$ cat src/rtl/tmr_pkg.sv
package tmr_pkg;

    typedef enum logic [1:0] {
        SRC_PIN_A = 2'b00,
        SRC_TICK1 = 2'b01,
        SRC_TICK4 = 2'b10,
        SRC_TICK16 = 2'b11
    } src_e;

    typedef enum logic [1:0] {
        CAPM_OFF      = 2'b00,
        CAPM_TWO_PINS = 2'b01,
        CAPM_A_BOTH   = 2'b10,
        CAPM_TMR_BOTH = 2'b11
    } capm_e;

    typedef struct packed {
        capm_e capm;
        logic  clr_en;
        src_e  src;
    } mode_t;

    localparam int MODE_BITS = $bits(mode_t);

    localparam logic [2:0] A_MODE = 3'd0;
    localparam logic [2:0] A_CMP  = 3'd1;
    localparam logic [2:0] A_CAP0 = 3'd2;
    localparam logic [2:0] A_CAP1 = 3'd3;
    localparam logic [2:0] A_CNT  = 3'd4;

    localparam int LANE_A   = 0;
    localparam int LANE_B   = 1;
    localparam int LANE_TMR = 2;
    localparam int N_LANES  = 3;

endpackage

$ cat src/rtl/tmr_sync_edge.sv
module tmr_sync_edge #(
    parameter int N      = 3,
    parameter int STAGES = 2
) (
    input  logic         clk,
    input  logic         rst_n,
    input  logic [N-1:0] din,
    output logic [N-1:0] rise,
    output logic [N-1:0] fall
);
    localparam int PW = STAGES + 1;

    for (genvar i = 0; i < N; i++) begin : g_lane
        logic [PW-1:0] pipe;

        always_ff @(posedge clk or negedge rst_n) begin
            if (!rst_n) pipe <= '0;
            else        pipe <= {pipe[PW-2:0], din[i]};
        end

        // pipe[STAGES-1] is the synchronised level, pipe[STAGES] its previous value
        assign rise[i] =  pipe[STAGES-1] & ~pipe[STAGES];
        assign fall[i] = ~pipe[STAGES-1] &  pipe[STAGES];
    end
endmodule

$ cat src/rtl/tmr_counter.sv
module tmr_counter #(
    parameter int W = 16
) (
    input  logic         clk,
    input  logic         rst_n,
    input  logic         cnt_en,
    input  logic         clr_en,
    input  logic [W-1:0] cmp,
    output logic [W-1:0] count
);
    logic hit;
    assign hit = clr_en && (count == cmp);

    always_ff @(posedge clk or negedge rst_n) begin
        if (!rst_n)      count <= '0;
        else if (cnt_en) count <= hit ? '0 : count + W'(1);
    end
endmodule

$ cat src/rtl/tmr_capture.sv
module tmr_capture
    import tmr_pkg::*;
#(
    parameter int W = 16
) (
    input  logic               clk,
    input  logic               rst_n,
    input  capm_e              capm,
    input  logic [N_LANES-1:0] rise,
    input  logic [N_LANES-1:0] fall,
    input  logic               sw_cap,
    input  logic [W-1:0]       count,
    output logic [W-1:0]       cap0,
    output logic [W-1:0]       cap1
);
    logic hw0, hw1;

    always_comb begin
        unique case (capm)
            CAPM_OFF: begin
                hw0 = 1'b0;
                hw1 = 1'b0;
            end
            CAPM_TWO_PINS: begin
                hw0 = rise[LANE_A];
                hw1 = rise[LANE_B];
            end
            CAPM_A_BOTH: begin
                hw0 = rise[LANE_A];
                hw1 = fall[LANE_A];
            end
            CAPM_TMR_BOTH: begin
                hw0 = rise[LANE_TMR];
                hw1 = fall[LANE_TMR];
            end
        endcase
    end

    always_ff @(posedge clk or negedge rst_n) begin
        if (!rst_n) begin
            cap0 <= '0;
            cap1 <= '0;
        end else begin
            if (hw0 || sw_cap) cap0 <= count;
            if (hw1)           cap1 <= count;
        end
    end
endmodule

$ cat src/rtl/cap_timer.sv
module cap_timer
    import tmr_pkg::*;
#(
    parameter int CNT_W  = 16,
    parameter int ADDR_W = 3,
    parameter int SYNC_N = 2
) (
    input  logic              clk,
    input  logic              rst_n,
    input  logic              wr_en,
    input  logic [ADDR_W-1:0] addr,
    input  logic [CNT_W-1:0]  wdata,
    output logic [CNT_W-1:0]  rdata,
    input  logic              pin_a,
    input  logic              pin_b,
    input  logic              tmr_out,
    input  logic              tick1,
    input  logic              tick4,
    input  logic              tick16
);
    localparam int SW_BIT = MODE_BITS;

    mode_t              mode_q;
    logic [CNT_W-1:0]   cmp_q;
    logic [CNT_W-1:0]   count, cap0, cap1;
    logic [N_LANES-1:0] rise, fall;
    logic               cnt_en, sw_cap, mode_wr, clr_en_w;
    logic [1:0]         capm_w;

    assign mode_wr  = wr_en && (addr == ADDR_W'(A_MODE));
    assign sw_cap   = mode_wr && !wdata[SW_BIT];
    assign clr_en_w = mode_q.clr_en;
    assign capm_w   = mode_q.capm;

    always_ff @(posedge clk or negedge rst_n) begin
        if (!rst_n) begin
            mode_q <= '0;
            cmp_q  <= '0;
        end else if (wr_en) begin
            if (addr == ADDR_W'(A_MODE)) mode_q <= mode_t'(wdata[MODE_BITS-1:0]);
            if (addr == ADDR_W'(A_CMP))  cmp_q  <= wdata;
        end
    end

    tmr_sync_edge #(.N(N_LANES), .STAGES(SYNC_N)) u_sync (
        .clk  (clk),
        .rst_n(rst_n),
        .din  ({tmr_out, pin_b, pin_a}),
        .rise (rise),
        .fall (fall)
    );

    always_comb begin
        unique case (mode_q.src)
            SRC_PIN_A:  cnt_en = rise[LANE_A];
            SRC_TICK1:  cnt_en = tick1;
            SRC_TICK4:  cnt_en = tick4;
            SRC_TICK16: cnt_en = tick16;
        endcase
    end

    tmr_counter #(.W(CNT_W)) u_cnt (
        .clk   (clk),
        .rst_n (rst_n),
        .cnt_en(cnt_en),
        .clr_en(mode_q.clr_en),
        .cmp   (cmp_q),
        .count (count)
    );

    tmr_capture #(.W(CNT_W)) u_cap (
        .clk   (clk),
        .rst_n (rst_n),
        .capm  (mode_q.capm),
        .rise  (rise),
        .fall  (fall),
        .sw_cap(sw_cap),
        .count (count),
        .cap0  (cap0),
        .cap1  (cap1)
    );

    // Read mux: bit 5 of the mode register always reads 1 (write-only strobe)
    always_comb begin
        rdata = '0;
        unique case (addr)
            ADDR_W'(A_MODE): rdata = CNT_W'({1'b1, mode_q});
            ADDR_W'(A_CMP):  rdata = cmp_q;
            ADDR_W'(A_CAP0): rdata = cap0;
            ADDR_W'(A_CAP1): rdata = cap1;
            ADDR_W'(A_CNT):  rdata = count;
            default:         rdata = '0;
        endcase
    end
endmodule

$ cat config.mk
export PLATFORM = sky130hd
export DESIGN_NAME = cap_timer
export DESIGN_NICKNAME = d
export VERILOG_FILES = /design/src/rtl/tmr_pkg.sv /design/src/rtl/tmr_sync_edge.sv /design/src/rtl/tmr_counter.sv /design/src/rtl/tmr_capture.sv /design/src/rtl/cap_timer.sv
export SDC_FILE = /design/constraint.sdc
export NUM_CORES = 1
export LEC_CHECK = 0
export BUFFER_PORTS_ARGS = -buffer_cell sky130_fd_sc_hd__buf_2
export CAP_MARGIN = 20
export CORE_MARGIN = 4
export CORE_UTILIZATION = 35
export DETAILED_ROUTE_END_ITERATION = 7
export PLACE_DENSITY = 0.49
export SYNTH_ARGS = -nofsm -noshare
export SYNTH_HDL_FRONTEND = slang
export SYNTH_SLANG_ARGS = --single-unit
$ cat constraint.sdc
create_clock -name clk -period 2.3 [get_ports clk]
set_clock_uncertainty 0.05 [all_clocks]
set_input_delay 0.46 -clock clk [delete_from_list [all_inputs] [get_ports clk]]
set_output_delay 0.46 -clock clk [all_outputs]
set_load 0.02 [all_outputs]
# ---- Yosys cells after proc, flatten, opt, wreduce, memory -nomap -nowiden
# Index checks and enable logic that the tools add are counted.
dict set report classes {
  n_addsub 1
  n_bitwise 10
  n_div 0
  n_mux 5
  reduce_logical 11
  eq_ne 11
  order_cmp 0
  n_shift 0
  mul 0
}
# op count
set ops {}
lappend ops {{16-bit case mux with 5 select lines} 1}
lappend ops {{16-bit by 1-bit adder with 16-bit output, second input constant} 1}
lappend ops {{16-bit == test} 1}
lappend ops {{16-bit 2-to-1 mux} 1}
lappend ops {{2-bit == test, second input constant} 4}
lappend ops {{1-bit case mux with 4 select lines} 2}
lappend ops {{3-bit by 2-bit == test with 1-bit output, second input constant} 2}
lappend ops {{1-bit AND} 5}
lappend ops {{1-bit inverter} 5}
lappend ops {{2-bit by 1-bit == test with 1-bit output, second input constant} 2}
lappend ops {{2-bit zero test} 2}
lappend ops {{2-bit AND reduction} 2}
lappend ops {{3-bit by 1-bit == test with 1-bit output, second input constant} 1}
lappend ops {{3-bit == test, second input constant} 1}
lappend ops {{1-bit logical AND} 3}
lappend ops {{3-bit zero test} 1}
lappend ops {{1-bit case mux with 3 select lines} 1}
lappend ops {{2-bit OR reduction} 1}
lappend ops {{1-bit zero test} 1}
lappend ops {{1-bit logical OR} 1}
dict set report totals {
  inputBits 28
  memories 0
  mem_bits_ro 0
  elab_cells 48
  mem_bits_rw 0
  output_inout_bits 16
  latchBits 0
  reg_bits 78
}

# ---- Depth between registers and ports, before layout
dict set report depth {
  ltp_word 4
  depth_mapped 8
  mapped_depth_nobuf 7
}

# ---- Hierarchy
# A second synthesis with hierarchy kept.
dict set report unflattened {
  hier_cells 317
  hier_area_um2 3970.1
}
# module area_per_inst_um2 seq_area_each_um2 cells_each instances
set by_module_without_submodules {}
lappend by_module_without_submodules {cap_timer 1387.6 525.5 121 1}
lappend by_module_without_submodules {tmr_capture 1310.0 800.8 76 1}
lappend by_module_without_submodules {tmr_counter 1009.7 400.4 105 1}
lappend by_module_without_submodules {tmr_sync_edge 262.8 225.2 15 1}

# ---- Least setup slack after synthesis
# Ideal clock, no wire load.
dict set report synth_timing {
  path_kind {in2out}
  startpoint {in addr[1]}
  endpoint {out rdata[10]}
  n_path_buf 2
  setup_slack_ns 0.079
  stages 5
  t_arrival_ns 1.711
  required_ns 1.790
  path_cell_list {buf_2 > nor2b_1 > clkbuf_1 > a22oi_1 > o22ai_1}
}
dict set report synth_via {
  elab_chain_cells 2
  word_cells_on_any_way 6
  classes_between {eq/ne: 4; mux: 1; reduce/logical: 1}
}
# item line_no
set synth_lines {}
lappend synth_lines {{start, declared} cap_timer.sv:11} ;# input logic [ADDR_W-1:0] addr,
lappend synth_lines {{3-bit == test, or another cell as far along} cap_timer.sv:86} ;# unique case (addr)
lappend synth_lines {{16-bit case mux with 5 select lines (*)} cap_timer.sv:86}
lappend synth_lines {{end, declared} cap_timer.sv:13} ;# output logic [CNT_W-1:0] rdata,
# Mark *: on every way between the ends. The rest lies on a longest branch, timed or not.

# ---- Worst setup path after layout
dict set report layout_timing {
  startpoint {in addr[1]}
  endpoint {out rdata[8]}
}
# Same word-level chain as after synthesis.

==> flow_summary_export.csv <==
group,metric,value,unit
clock_tree,clk_latency,0.33,ns
synthesis,avgSynthCellArea,11.4,um^2
synthesis,ys_types,41,
place,post-dp-hpwl,7330,um
layout,num-nets-final,443,
synthesis,synth-async-reset-ratio,100,%
clock_tree,cts_resized,0,
synthesis,synth-main-ff-cell,"dfrtp_1",
die,rows,38,
sta,rsz0062_at_grt,"false",
pwr,peakVddDrop,0.000470,V
flow_run,max_cap_violations,0,
routing,firstDrtPassIters,4,
sta,hold_viol_final,0,
global_routing,antenna_found_initial,0,
place,place_area,4580,um^2
clock_tree,h-tree-depth,3,
sta,post-route-min-period,2.18,ns
critical_path,crit_buf_inv,3,
synthesis,yosysWarnings,0,
critical_path,slowest_stage,"buf_2",
critical_path,worstPathRequired,1.79,ns
layout,multi_input_area,1930,um^2
pwr,finalPower,4.17,mW
routing,drt_iter0_drc,154,
sta,finalSetupViolCount,0,
place,finalWeightedCongestion,0.763,
routing,drc,0,
die,top_level_ports,44,
outcome,status,"completed",
routing,wl_per_cell,18.5,um
synthesis,ys_ff_latch,78,
clock_tree,clockBufferDepth,2,
critical_path,path_class,"in2out",
pwr,comb_power_share,22.2,%
sta,fmax,0.458,GHz
critical_path,worst_ep_arrival_time,1.67,ns
synthesis,syn_area,4020,um^2
die,dieArea,13300,um^2
critical_path,crit_path_start,"addr[1]",
routing,via_per_inst,5.27,
global_routing,grt_overflow,0,
critical_path,start_kind,"primary input",
clock_tree,ctsHoldBuffers,0,
clock_tree,cts_root_buf,"clkbuf_16",
global_routing,grt_use_total,16.7,%
sta,fin_ws,0.116,ns
sta,slew_violations,0,
sta,tightest_slew,0.530,ns
clock_tree,cts_tree,"built",
place,io_buffers,43,
clock_tree,cts_sinks,78,
critical_path,path_cells,"buf_2 -> nor2b_1 -> buf_4 -> a22oi_1 -> o22ai_1 -> buf_2",
layout,area_delta_synth_final,22.0,%
critical_path,path_common_cell,"buf_2",
synthesis,postSynthNetCount,385,
die,start_util,36.4,%
place,pre_cts_slack,0.133,ns
clock_tree,cts_setup_buffers,0,
routing,via_count,2927,
layout,utilization,44.4,%
critical_path,cpPeakStageDelay,0.29,ns
critical_path,reg2reg_from,"capm_w[1]",
clock_tree,cts.reportedPaths.clkPinSlew,0.06,ns
pwr,powerDensity,851,nW/um^2
critical_path,critPathTopFamily,"buffers and inverters",
die,die_h,115,um
die,die_x,115,um
hold_path,worst_hold_path_type,"in2async",
pwr,clock_power_share,36.3,%
clock_tree,cts-buffers-inserted,9,
synthesis,syn_inst,352,
layout,final_area,4900,um^2
pwr,switching_share,29.1,%
sta,slew_headroom,64.7,%
layout,drive_above_1_share,27.7,%
critical_path,path_max_fanout,15,
layout,antenna_cells,0,
routing,ant_nets,0,
synthesis,synth_seq_area_share,48.6,%
critical_path,end_kind,"output pin",
die,core-area,11000,um^2
layout,regArea,1950,um^2
global_routing,grt_pass1_wl,16800,um
synthesis,synth_edf_count,0,
pwr,p_leak,2.25,nW
pwr,seqPwrFrac,41.5,%
pwr,power_switching,1.21,mW
global_routing,grt_max_degree,36,
pwr,power.internal,2.96,mW
sta,tns,0,ns
global_routing,grt_pass1_vias,3016,
layout,fill_cells,1077,
routing,finalWirelength,10300,um
sta,period_share,95.0,%
## worst paths after layout
check | slack, ns | endpoint | cells after the start
worst min-delay path | 0.04 | mode_q[1] | 1
min in group clk | 0.18 | u_sync.g_lane[1].pipe[0] | 1
worst min register to register | 0.29 | u_sync.g_lane[1].pipe[1] | 0
worst max register to register | 0.25 | u_cap.cap0[15] | 8
max in group asynchronous | 1.54 | u_cap.cap0[4] | 2
worst max-delay path | 0.12 | rdata[8] | 6
## stage by stage
step | std cells | hold slack [ns]
2_1_floorplan | 352 | 0.114
3_3_place_gp | 539 | 0.284
3_5_place_dp | 539 | 0.286
4_1_cts | 555 | 0.0578
5_1_grt | 555 | 0.0791
6_report | 555 | 0.0404
## routing by layer
metal  global-route usage, %  routed length (um)  vias up
met2                    26.2                4830       57
met3                    2.32                 354        9
li1                        -                   -     1401
met4                    6.73                 157        0
met5                       0                   0        -
met1                    23.4                4920     1460
## flip-flops by register name, summed over array words and instances (netlist names)
signal              flops
u_cap.cap0             16
mode_q                  2
clr_en_w                1
cmp_q                  16
u_cap.cap1             16
u_cnt.count            16
capm_w                  2
u_sync.g_lane.pipe      9
## worst reg2reg max path, delay by kind of cell, from the launching register on
kind	cells	cell delay, ns
AO/OA/AOI/OAI	2	0.28
adder cells (fa/ha/maj)	1	0.28
buffers and inverters	2	0.31
flip-flops	1	0.42
multiplexers	1	0.35
AND/OR/NAND/NOR	2	0.25
## layout make-up
type,count,area share [%]
Sequential cell,78,39.8
Multi-Input combinational cell,240,39.4
Timing Repair Buffer,74,10.2
Clock buffer,12,5.03
Tap cell,140,3.57
Clock inverter,4,1.43
Inverter,7,0.536
## cell usage in the layout (no fill, tap or decap), drive strengths merged, types with 7 or more instances in the layout
master  netlist  routed
nand2        16      16
clkbuf       14      12
nor2         18      18
dfrtp        78      78
nor3         15      15
and3          7       7
mux2i        24      24
nand3         8       8
inv           7       7
mux2         51      51
buf          13      74
a22oi        11      11
xor2         15      15
o22ai        16      16
a21oi        14      14
## Yosys cell counts (2+ instances only)
library cell,number,area share (%)
nor2_1,18,1.7
mux2_2,15,4.2
xor2_1,15,3.3
nand4_1,3,0.47
o21ai_1,4,0.50
o21ai_0,2,0.25
a22oi_1,10,1.9
buf_6,2,0.56
a21oi_1,13,1.6
xnor2_1,6,1.3
mux2_1,36,10
and4_1,2,0.44
nor4_1,3,0.47
nand2_1,16,1.5
nand3_1,8,1.0
inv_1,7,0.65
a31oi_1,5,0.78
ha_1,5,1.6
buf_2,10,1.2
dfrtp_1,78,49
nand3b_1,3,0.56
mux2i_1,24,6.0
o22ai_1,16,2.5
nor3_1,13,1.6
and3_1,7,1.1
nor4_2,3,0.93
clkbuf_1,14,1.3
## power groups by stage
stage / Sequential, mW / Combinational [mW] / Clock (mW)
2_1_floorplan: 1.70 / 0.643 / 0
4_1_cts: 1.74 / 0.942 / 1.55
6_report: 1.73 / 0.926 / 1.51
3_3_place_gp: 1.76 / 0.921 / 0
3_5_place_dp: 1.76 / 0.933 / 0
5_1_grt: 1.77 / 1.03 / 1.61
## kinds of logic (layout without fill, tap and decap cells)
logic type                 count (synthesis)  count (layout)  synth area share [%]
DFF                                       78              78                  48.6
adders and majority gates                  5               5                  1.56
and+or+nand+nor                           84              84                  12.1
xor gates and xnor gates                  21              21                  4.58
AOI/OAI and AO/OA                         55              55                  9.07
buffers and inverters                     34              97                  3.86
muxes                                     75              75                  20.3
(Power assumes the default switching activity.)
